## config.mk

```make
export PLATFORM = sky130hd
export DESIGN_NAME = lcd_cmd_interp
export DESIGN_NICKNAME = d
export VERILOG_FILES = /design/src/rtl/lcdc_pkg.sv /design/src/rtl/lcdc_rst_sync.sv /design/src/rtl/lcdc_decode.sv /design/src/rtl/lcdc_cfg_regs.sv /design/src/rtl/lcdc_stream_ctl.sv /design/src/rtl/lcd_cmd_interp.sv
export SDC_FILE = /design/constraint.sdc
export NUM_CORES = 1
export LEC_CHECK = 0
export BUFFER_PORTS_ARGS = -buffer_cell sky130_fd_sc_hd__buf_4
export CAP_MARGIN = 20
export CORE_UTILIZATION = 52
export CTS_CLUSTER_SIZE = 8
export DETAILED_ROUTE_END_ITERATION = 12
export PLACE_DENSITY = 0.93
export SETUP_SLACK_MARGIN = 0.1
export SYNTH_ARGS = -nofsm -noshare
export SYNTH_HDL_FRONTEND = slang
export SYNTH_SLANG_ARGS = --single-unit
export TNS_END_PERCENT = 20
```

## constraint.sdc

```tcl
create_clock -name clk -period 1.6 [get_ports clk]
set_clock_uncertainty 0.05 [all_clocks]
set_input_delay 0.08 -clock clk [delete_from_list [all_inputs] [get_ports clk]]
set_output_delay 0.08 -clock clk [all_outputs]
set_load 0.05 [all_outputs]
```

## src/rtl/lcdc_pkg.sv

```systemverilog
package lcdc_pkg;
  localparam int XPTR_W = 6;

  typedef enum logic [2:0] {
    K_LDX    = 3'd0,
    K_MODE   = 3'd1,
    K_DEVSEL = 3'd2,
    K_BANK   = 3'd3,
    K_RAM    = 3'd4
  } cmd_kind_e;

  typedef struct packed {
    logic              sys_type;
    logic [1:0]        disp_status;
    logic [1:0]        mux_mode;
    logic [1:0]        start_bank;
    logic [3:0]        subaddr;
    logic [1:0]        access_mode;
    logic [XPTR_W-1:0] x_ptr;
    logic [1:0]        y_ptr;
  } cfg_t;
endpackage

```

## src/rtl/lcdc_rst_sync.sv

```systemverilog
module lcdc_rst_sync #(
  parameter int STAGES = 2
) (
  input  logic clk,
  input  logic rst_n,
  output logic rst_n_sync
);
  logic [STAGES-1:0] sh_q;

  always_ff @(posedge clk or negedge rst_n) begin
    if (!rst_n) sh_q <= '0;
    else        sh_q <= {sh_q[STAGES-2:0], 1'b1};
  end

  assign rst_n_sync = sh_q[STAGES-1];
endmodule

```

## src/rtl/lcdc_decode.sv

```systemverilog
module lcdc_decode
  import lcdc_pkg::*;
#(
  parameter int X_COLS = 40
) (
  input  logic [6:0]  op,
  output cmd_kind_e   kind,
  output logic        x_ok
);
  localparam logic [XPTR_W-1:0] X_LAST = XPTR_W'(X_COLS - 1);

  always_comb begin
    if (!op[6])                 kind = K_LDX;
    else if (!op[5])            kind = K_MODE;
    else if (!op[4])            kind = K_DEVSEL;
    else if (op[3:2] == 2'b11)  kind = K_BANK;   // bank wins over access code 11
    else                        kind = K_RAM;
  end

  assign x_ok = (op[XPTR_W-1:0] <= X_LAST);
endmodule

```

## src/rtl/lcdc_cfg_regs.sv

```systemverilog
module lcdc_cfg_regs
  import lcdc_pkg::*;
(
  input  logic       clk,
  input  logic       rst_n,
  input  logic       wr_en,
  input  cmd_kind_e  kind,
  input  logic [6:0] op,
  input  logic       x_ok,
  output cfg_t       cfg,
  output logic       x_err
);
  cfg_t cfg_q, cfg_d;
  logic err_q, err_d;

  always_comb begin
    cfg_d = cfg_q;
    err_d = 1'b0;
    if (wr_en) begin
      unique case (kind)
        K_LDX: begin
          if (x_ok) cfg_d.x_ptr = op[XPTR_W-1:0];
          else      err_d       = 1'b1;
        end
        K_MODE: begin
          cfg_d.sys_type    = op[4];
          cfg_d.disp_status = op[3:2];
          cfg_d.mux_mode    = op[1:0];
        end
        K_DEVSEL: cfg_d.subaddr    = op[3:0];
        K_BANK:   cfg_d.start_bank = op[1:0];
        K_RAM: begin
          cfg_d.access_mode = op[3:2];
          cfg_d.y_ptr       = op[1:0];
        end
        default: ;
      endcase
    end
  end

  always_ff @(posedge clk or negedge rst_n) begin
    if (!rst_n) begin
      cfg_q <= '0;
      err_q <= 1'b0;
    end else begin
      if (wr_en) cfg_q <= cfg_d;
      err_q <= err_d;
    end
  end

  assign cfg   = cfg_q;
  assign x_err = err_q;
endmodule

```

## src/rtl/lcdc_stream_ctl.sv

```systemverilog
module lcdc_stream_ctl #(
  parameter int BYTE_W = 8
) (
  input  logic              clk,
  input  logic              rst_n,
  input  logic              frame_start,
  input  logic              byte_valid,
  input  logic [BYTE_W-1:0] byte_in,
  output logic              cmd_wr,
  output logic              cmd_mode,
  output logic              data_valid,
  output logic [BYTE_W-1:0] data_byte
);
  logic              mode_q, mode_d;
  logic              dv_q, dv_d;
  logic [BYTE_W-1:0] db_q;
  logic              is_cmd, db_en;

  assign is_cmd = mode_q | frame_start;
  assign cmd_wr = byte_valid & is_cmd;
  assign db_en  = byte_valid & ~is_cmd;

  always_comb begin
    mode_d = mode_q;
    if (frame_start) mode_d = 1'b1;
    if (cmd_wr)      mode_d = byte_in[BYTE_W-1];
    dv_d = db_en;
  end

  always_ff @(posedge clk or negedge rst_n) begin
    if (!rst_n) begin
      mode_q <= 1'b1;
      dv_q   <= 1'b0;
      db_q   <= '0;
    end else begin
      mode_q <= mode_d;
      dv_q   <= dv_d;
      if (db_en) db_q <= byte_in;
    end
  end

  assign cmd_mode   = mode_q;
  assign data_valid = dv_q;
  assign data_byte  = db_q;
endmodule

```

## src/rtl/lcd_cmd_interp.sv

```systemverilog
module lcd_cmd_interp
  import lcdc_pkg::*;
#(
  parameter int X_COLS = 40
) (
  input  logic              clk,
  input  logic              rst_n,
  input  logic              frame_start,
  input  logic              byte_valid,
  input  logic [7:0]        byte_in,
  output logic [1:0]        mux_mode,
  output logic [1:0]        disp_status,
  output logic              sys_type,
  output logic [1:0]        start_bank,
  output logic [3:0]        subaddr,
  output logic [1:0]        access_mode,
  output logic [XPTR_W-1:0] x_ptr,
  output logic [1:0]        y_ptr,
  output logic              cmd_mode,
  output logic              data_valid,
  output logic [7:0]        data_byte,
  output logic              x_err
);
  logic      rst_n_s;
  logic      cmd_wr;
  cmd_kind_e kind;
  logic      x_ok;
  cfg_t      cfg;

  lcdc_rst_sync #(.STAGES(2)) i_rst (
    .clk(clk), .rst_n(rst_n), .rst_n_sync(rst_n_s)
  );

  lcdc_stream_ctl #(.BYTE_W(8)) i_ctl (
    .clk(clk), .rst_n(rst_n_s), .frame_start(frame_start),
    .byte_valid(byte_valid), .byte_in(byte_in), .cmd_wr(cmd_wr),
    .cmd_mode(cmd_mode), .data_valid(data_valid), .data_byte(data_byte)
  );

  lcdc_decode #(.X_COLS(X_COLS)) i_dec (
    .op(byte_in[6:0]), .kind(kind), .x_ok(x_ok)
  );

  lcdc_cfg_regs i_regs (
    .clk(clk), .rst_n(rst_n_s), .wr_en(cmd_wr), .kind(kind),
    .op(byte_in[6:0]), .x_ok(x_ok), .cfg(cfg), .x_err(x_err)
  );

  assign mux_mode    = cfg.mux_mode;
  assign disp_status = cfg.disp_status;
  assign sys_type    = cfg.sys_type;
  assign start_bank  = cfg.start_bank;
  assign subaddr     = cfg.subaddr;
  assign access_mode = cfg.access_mode;
  assign x_ptr       = cfg.x_ptr;
  assign y_ptr       = cfg.y_ptr;
endmodule

```

Yosys cells after proc, flatten, opt, wreduce, memory -nomap -nowiden
Index checks and enable logic that the tools add are counted.

storage, ports and cells
  ROM bits = 0
  logic and storage cells = 39
  bits in writable memories = 0
  memories kept = 0
  register bits = 34
  bits in latches = 0
  input port bits = 12

operators by class
  order comparisons = 1
  divide/modulo/power cells = 0
  shift operators = 0
  add/sub/neg operators = 0
  multiply operators = 0
  eq/ne operators = 5
  mux-type cells = 9
  bitwise gates (word level) = 4
  reduce and logical (&&, ||, !) cells = 7

operators with widths
  kind                                                                    number
  3-bit 2-to-1 mux                                                        4
  2-bit AND reduction                                                     4
  3-bit by 2-bit equality test with 1-bit output (second input constant)  2
  6-bit <= comparator (second input constant)                             1
  1-bit 2-to-1 mux                                                        5
  3-bit by 1-bit equality test with 1-bit output (second input constant)  1
  3-bit equality test (second input constant)                             1
  3-bit logical NOT                                                       1
  3-bit AND reduction                                                     1
  1-bit bitwise AND                                                       2
  2-bit equality test (second input constant)                             1
  2-bit nonzero test                                                      1
  1-bit inverter                                                          1
  1-bit OR                                                                1

Depth between registers and ports, before layout
  word-level depth = 8
  gate-level depth with buffers = 4

Cells and area by module
Synthesis repeated with hierarchy kept, for this count alone.

second synthesis, totals
  cell total of the unflattened synthesis = 86
  area, all modules = 1393.8 um^2

modules (own cells, without submodules)
  module           area each (um^2)  cells each  times used
  lcdc_cfg_regs    887.1             52          1
  lcdc_stream_ctl  414.1             24          1
  lcdc_rst_sync    53.8              3           1
  lcdc_decode      38.8              7           1

Worst setup path after synthesis
No wires, ideal clock.

  kind = register to register
  from = register i_ctl.mode_q, in the netlist i_ctl.cmd_mode
  to = register i_regs.cfg_q (netlist bit i_regs.cfg[2])
  stages on the path, launching flop included = 4
  arrival time = 1576 ps
  library setup time = 125 ps
  setup slack = -150 ps
  buffers on the path = 0
  data required time = 1425 ps
  cells stage by stage = dfstp_2 -> o21ai_0 -> nor3b_2 -> mux2_2

between the ends
  longest elaborated chain between the ends = 3

RTL lines
  what                                  line                   RTL
  start, declared                       lcdc_stream_ctl.sv:14  logic mode_q, mode_d;
  start signal, assigned                lcdc_stream_ctl.sv:36  mode_q <= mode_d;
  1-bit OR                              lcdc_stream_ctl.sv:19  assign is_cmd = mode_q | frame_start;
  1-bit bitwise AND                     lcdc_stream_ctl.sv:20  assign cmd_wr = byte_valid & is_cmd;
  3-bit AND reduction (no source line)  n/a
  end signal, assigned                  lcdc_cfg_regs.sv:46    if (wr_en) cfg_q <= cfg_d;
  end, declared                         lcdc_cfg_regs.sv:13    cfg_t cfg_q, cfg_d;

Every way passes these cells.
A chain may end at the register's enable or synchronous reset.

Worst setup path in the final report
  from = register i_ctl.mode_q, in the netlist i_ctl.cmd_mode
  to = register i_regs.cfg_q (netlist bit i_regs.cfg[11])

between the ends
  longest elaborated chain between the ends = 3

RTL lines
  what                                  line
  1-bit OR                              lcdc_stream_ctl.sv:19
  1-bit bitwise AND                     lcdc_stream_ctl.sv:20
  2-bit AND reduction (no source line)  n/a

Every way passes these cells.

==> results.toml <==
[min_path]
hold_path.class = "input port to flip-flop"
min_path_cells = 2

[yosys]
synth_compound_gate_area_share_pct = 6.692
ys_seq_area_share_pct = 64.18
syn_area_per_cell_sq_um = 14.92
synth_simple_gate_area_share_pct = 7.257
synth_cell_types = 20
synth_top_family_by_area = "multiplexers"
syn_nets = 101
synthAdderAreaFrac_pct = 0
syn_inst = 89
synth_xor_area_share_pct = 0
synthesis.area_sq_um = 1328
synth_seq_cells = 34
synth_mux_area_share_pct = 20.36
synth_warnings = 0

[global_routing]
grt_pass1_wl_mm = 4.843
grt_pass1_vias = 1003
grt_use_total_pct = 26.89
grt_max_degree = 20
grt.overflow.total = 0
antenna_found_initial = 0

[detailed_routing]
drtIter0Drc = 10
drc = 0
routed_wl_mm = 3.427
vias = 1020
drtPass1Iterations = 4
via_per_inst = 5.604
postRouteAntennaNets = 0
routedWlPerCell_um = 18.83

[clock_tree]
clockBufferDepth = 2
clk_pin_slew_ns = 0.11
cts_max_level = 2
cts_sinks = 34
clk_latency_ns = 0.35
numCtsBuffers = 5
cts_tree = "yes"
cts_root_buf = "clkbuf_4"

[place]
hpwl_mm = 2.046
routabilityCongestion = 0.7636
pre_cts_slack_ns = -0.01968
io_buffers = 43
placed_cells = 159

[die]
dieArea_sq_um = 2759
core_sq_um = 2318
die_w_um = 52.53
rows = 17
pin_count = 44
die_y_um = 52.53
start_util_pct = 57.26

[run_status]
violations = "negative hold slack, negative setup slack"
status = "finished with violations"

[layout]
final_cell_mix = "44 x buf_4, 33 x dfrtp_1, 18 x mux2_2"
layout_commonest_cell = "buf_4"
final_cells = 182
diodes = 0
drive_gt1_share_pct = 57.79
area_growth_syn_to_layout_pct = 50.33
nNetsFinal = 165

[worst_setup_path]
worst-r2r-cell-count = 4
critPathKind = "flip-flop to flip-flop"
cp.required_ns = 1.79
end_kind = "flip-flop"
worstPathArrival_ns = 1.86
cp-start-kind = "flip-flop"
crit_fanout = 6

[timing]
tightest_slew_ns = 0.6302
hold_ws_ns = -0.001117
fin_crit_sh_pct = 104.2
layout_setup_ws_ns = -0.06694
relSlewSlack_pct = 57.98
slew_violations = 0
rsz0062_at_grt = "yes"
finalSetupViolations = 11
period_minus_slack_ns = 1.667
final-hold-violation-count = 1
max_freq_ghz = 0.5999

[power]
ir_worst_vdd_mv = 1.564
fin_total_pwr_w = 0.003211
p_per_area_nw_per_um2 = 1609
leakage_nw = 0.9297

[run]
max_cap_violations = 0
power breakdown:
part	total [W]	leakage, nW	switching, W	internal (W)
combinational	0.00125	0.465	0.000823	0.000430
clock	0.000800	0.0554	0.000312	0.000489
sequential	0.00116	0.409	0.000119	0.00104
synthesized netlist by cell type, drive strengths merged:
master / n / area [sq um]
dfrtp: 33 / 825.8
mux2: 24 / 270.3
nor3: 5 / 25.02
a21oi: 4 / 20.02
nor2: 3 / 11.26
nor3b: 3 / 38.79
a2bb2oi: 2 / 17.52
inv: 2 / 7.510
nand2: 2 / 7.510
o21ai: 2 / 10.01
o21ba: 2 / 20.02
and2: 1 / 6.260
buf: 1 / 5.000
clkbuf: 1 / 3.750
conb: 1 / 3.750
dfstp: 1 / 26.28
o211ai: 1 / 21.27
or4: 1 / 7.510
flip-flops by register name, indices dropped and copies added (netlist names):
register,flops
i_regs.cfg,21
i_regs.x_err,1
i_ctl.data_byte,8
i_ctl.data_valid,1
i_ctl.cmd_mode,1
i_rst.sh_q,2
critical path: stages, from the launching register on:
cell,delay [ns]
dfstp_4,0.67
o211ai_4,0.14
nor3b_4,0.24
buf_6,0.15
mux2_4,0.30
metal layers:
layer / wire, um / global-route usage [%]
met1: 1392 / 29.56
met2: 1757 / 43.46
met3: 163 / 9.565
met4: 114 / 17.54
met5: 0 / 0
what timing repair did:
item,in CTS,in global routing
cloned,0,0
endpoints found under the setup margin,24,27
buffers inserted,0,2
pin swaps,1,3
hold endpoints to repair,24,1
hold buffers,12,1
gates resized for setup,1,5
per-stage QoR:
step	util, %	setup TNS (ns)	cell area (sq um)
after global placement	74.37	0	1724
after floorplan	-	-0.06346	1355
after global routing	86.08	-0.9891	1996
after CTS	84.19	-0.1712	1952
after detailed placement	74.37	-0.06300	1724
final	86.08	-0.3693	1996
final timing paths:
| kind | startpoint | endpoint | slack [ns] |
|---|---|---|---|
| max | i_ctl.cmd_mode | i_regs.cfg[11] | -0.07 |
| min | byte_in[4] | i_ctl.data_byte[4] | -0.001 |
| max reg2reg | i_ctl.cmd_mode | i_regs.cfg[11] | -0.07 |
| min reg2reg | i_rst.sh_q[1] | i_regs.cfg[19] | 0.22 |
| max in group asynchronous | i_rst.sh_q[1] | i_regs.cfg[7] | 0.75 |
| min in group asynchronous | i_rst.sh_q[1] | i_regs.cfg[19] | 0.22 |
area by class of cell:
cell class | instances | area [sq um]
Clock inverter | 3 | 68.82
Tap cell | 28 | 35.03
Clock buffer | 5 | 37.54
Inverter | 2 | 7.507
Timing Repair Buffer | 59 | 491.7
Multi-Input combinational cell | 51 | 499.2
Sequential cell | 34 | 855.8
Fill cell | 108 | 322.8
cell families after synthesis:
logic type             after synthesis
buffers and inverters                4
DFF                                 34
other                                1
muxes                               24
and+or+nand+nor                     15
AOI/OAI and AO/OA                   11
Power figures use the tool's default switching activity.
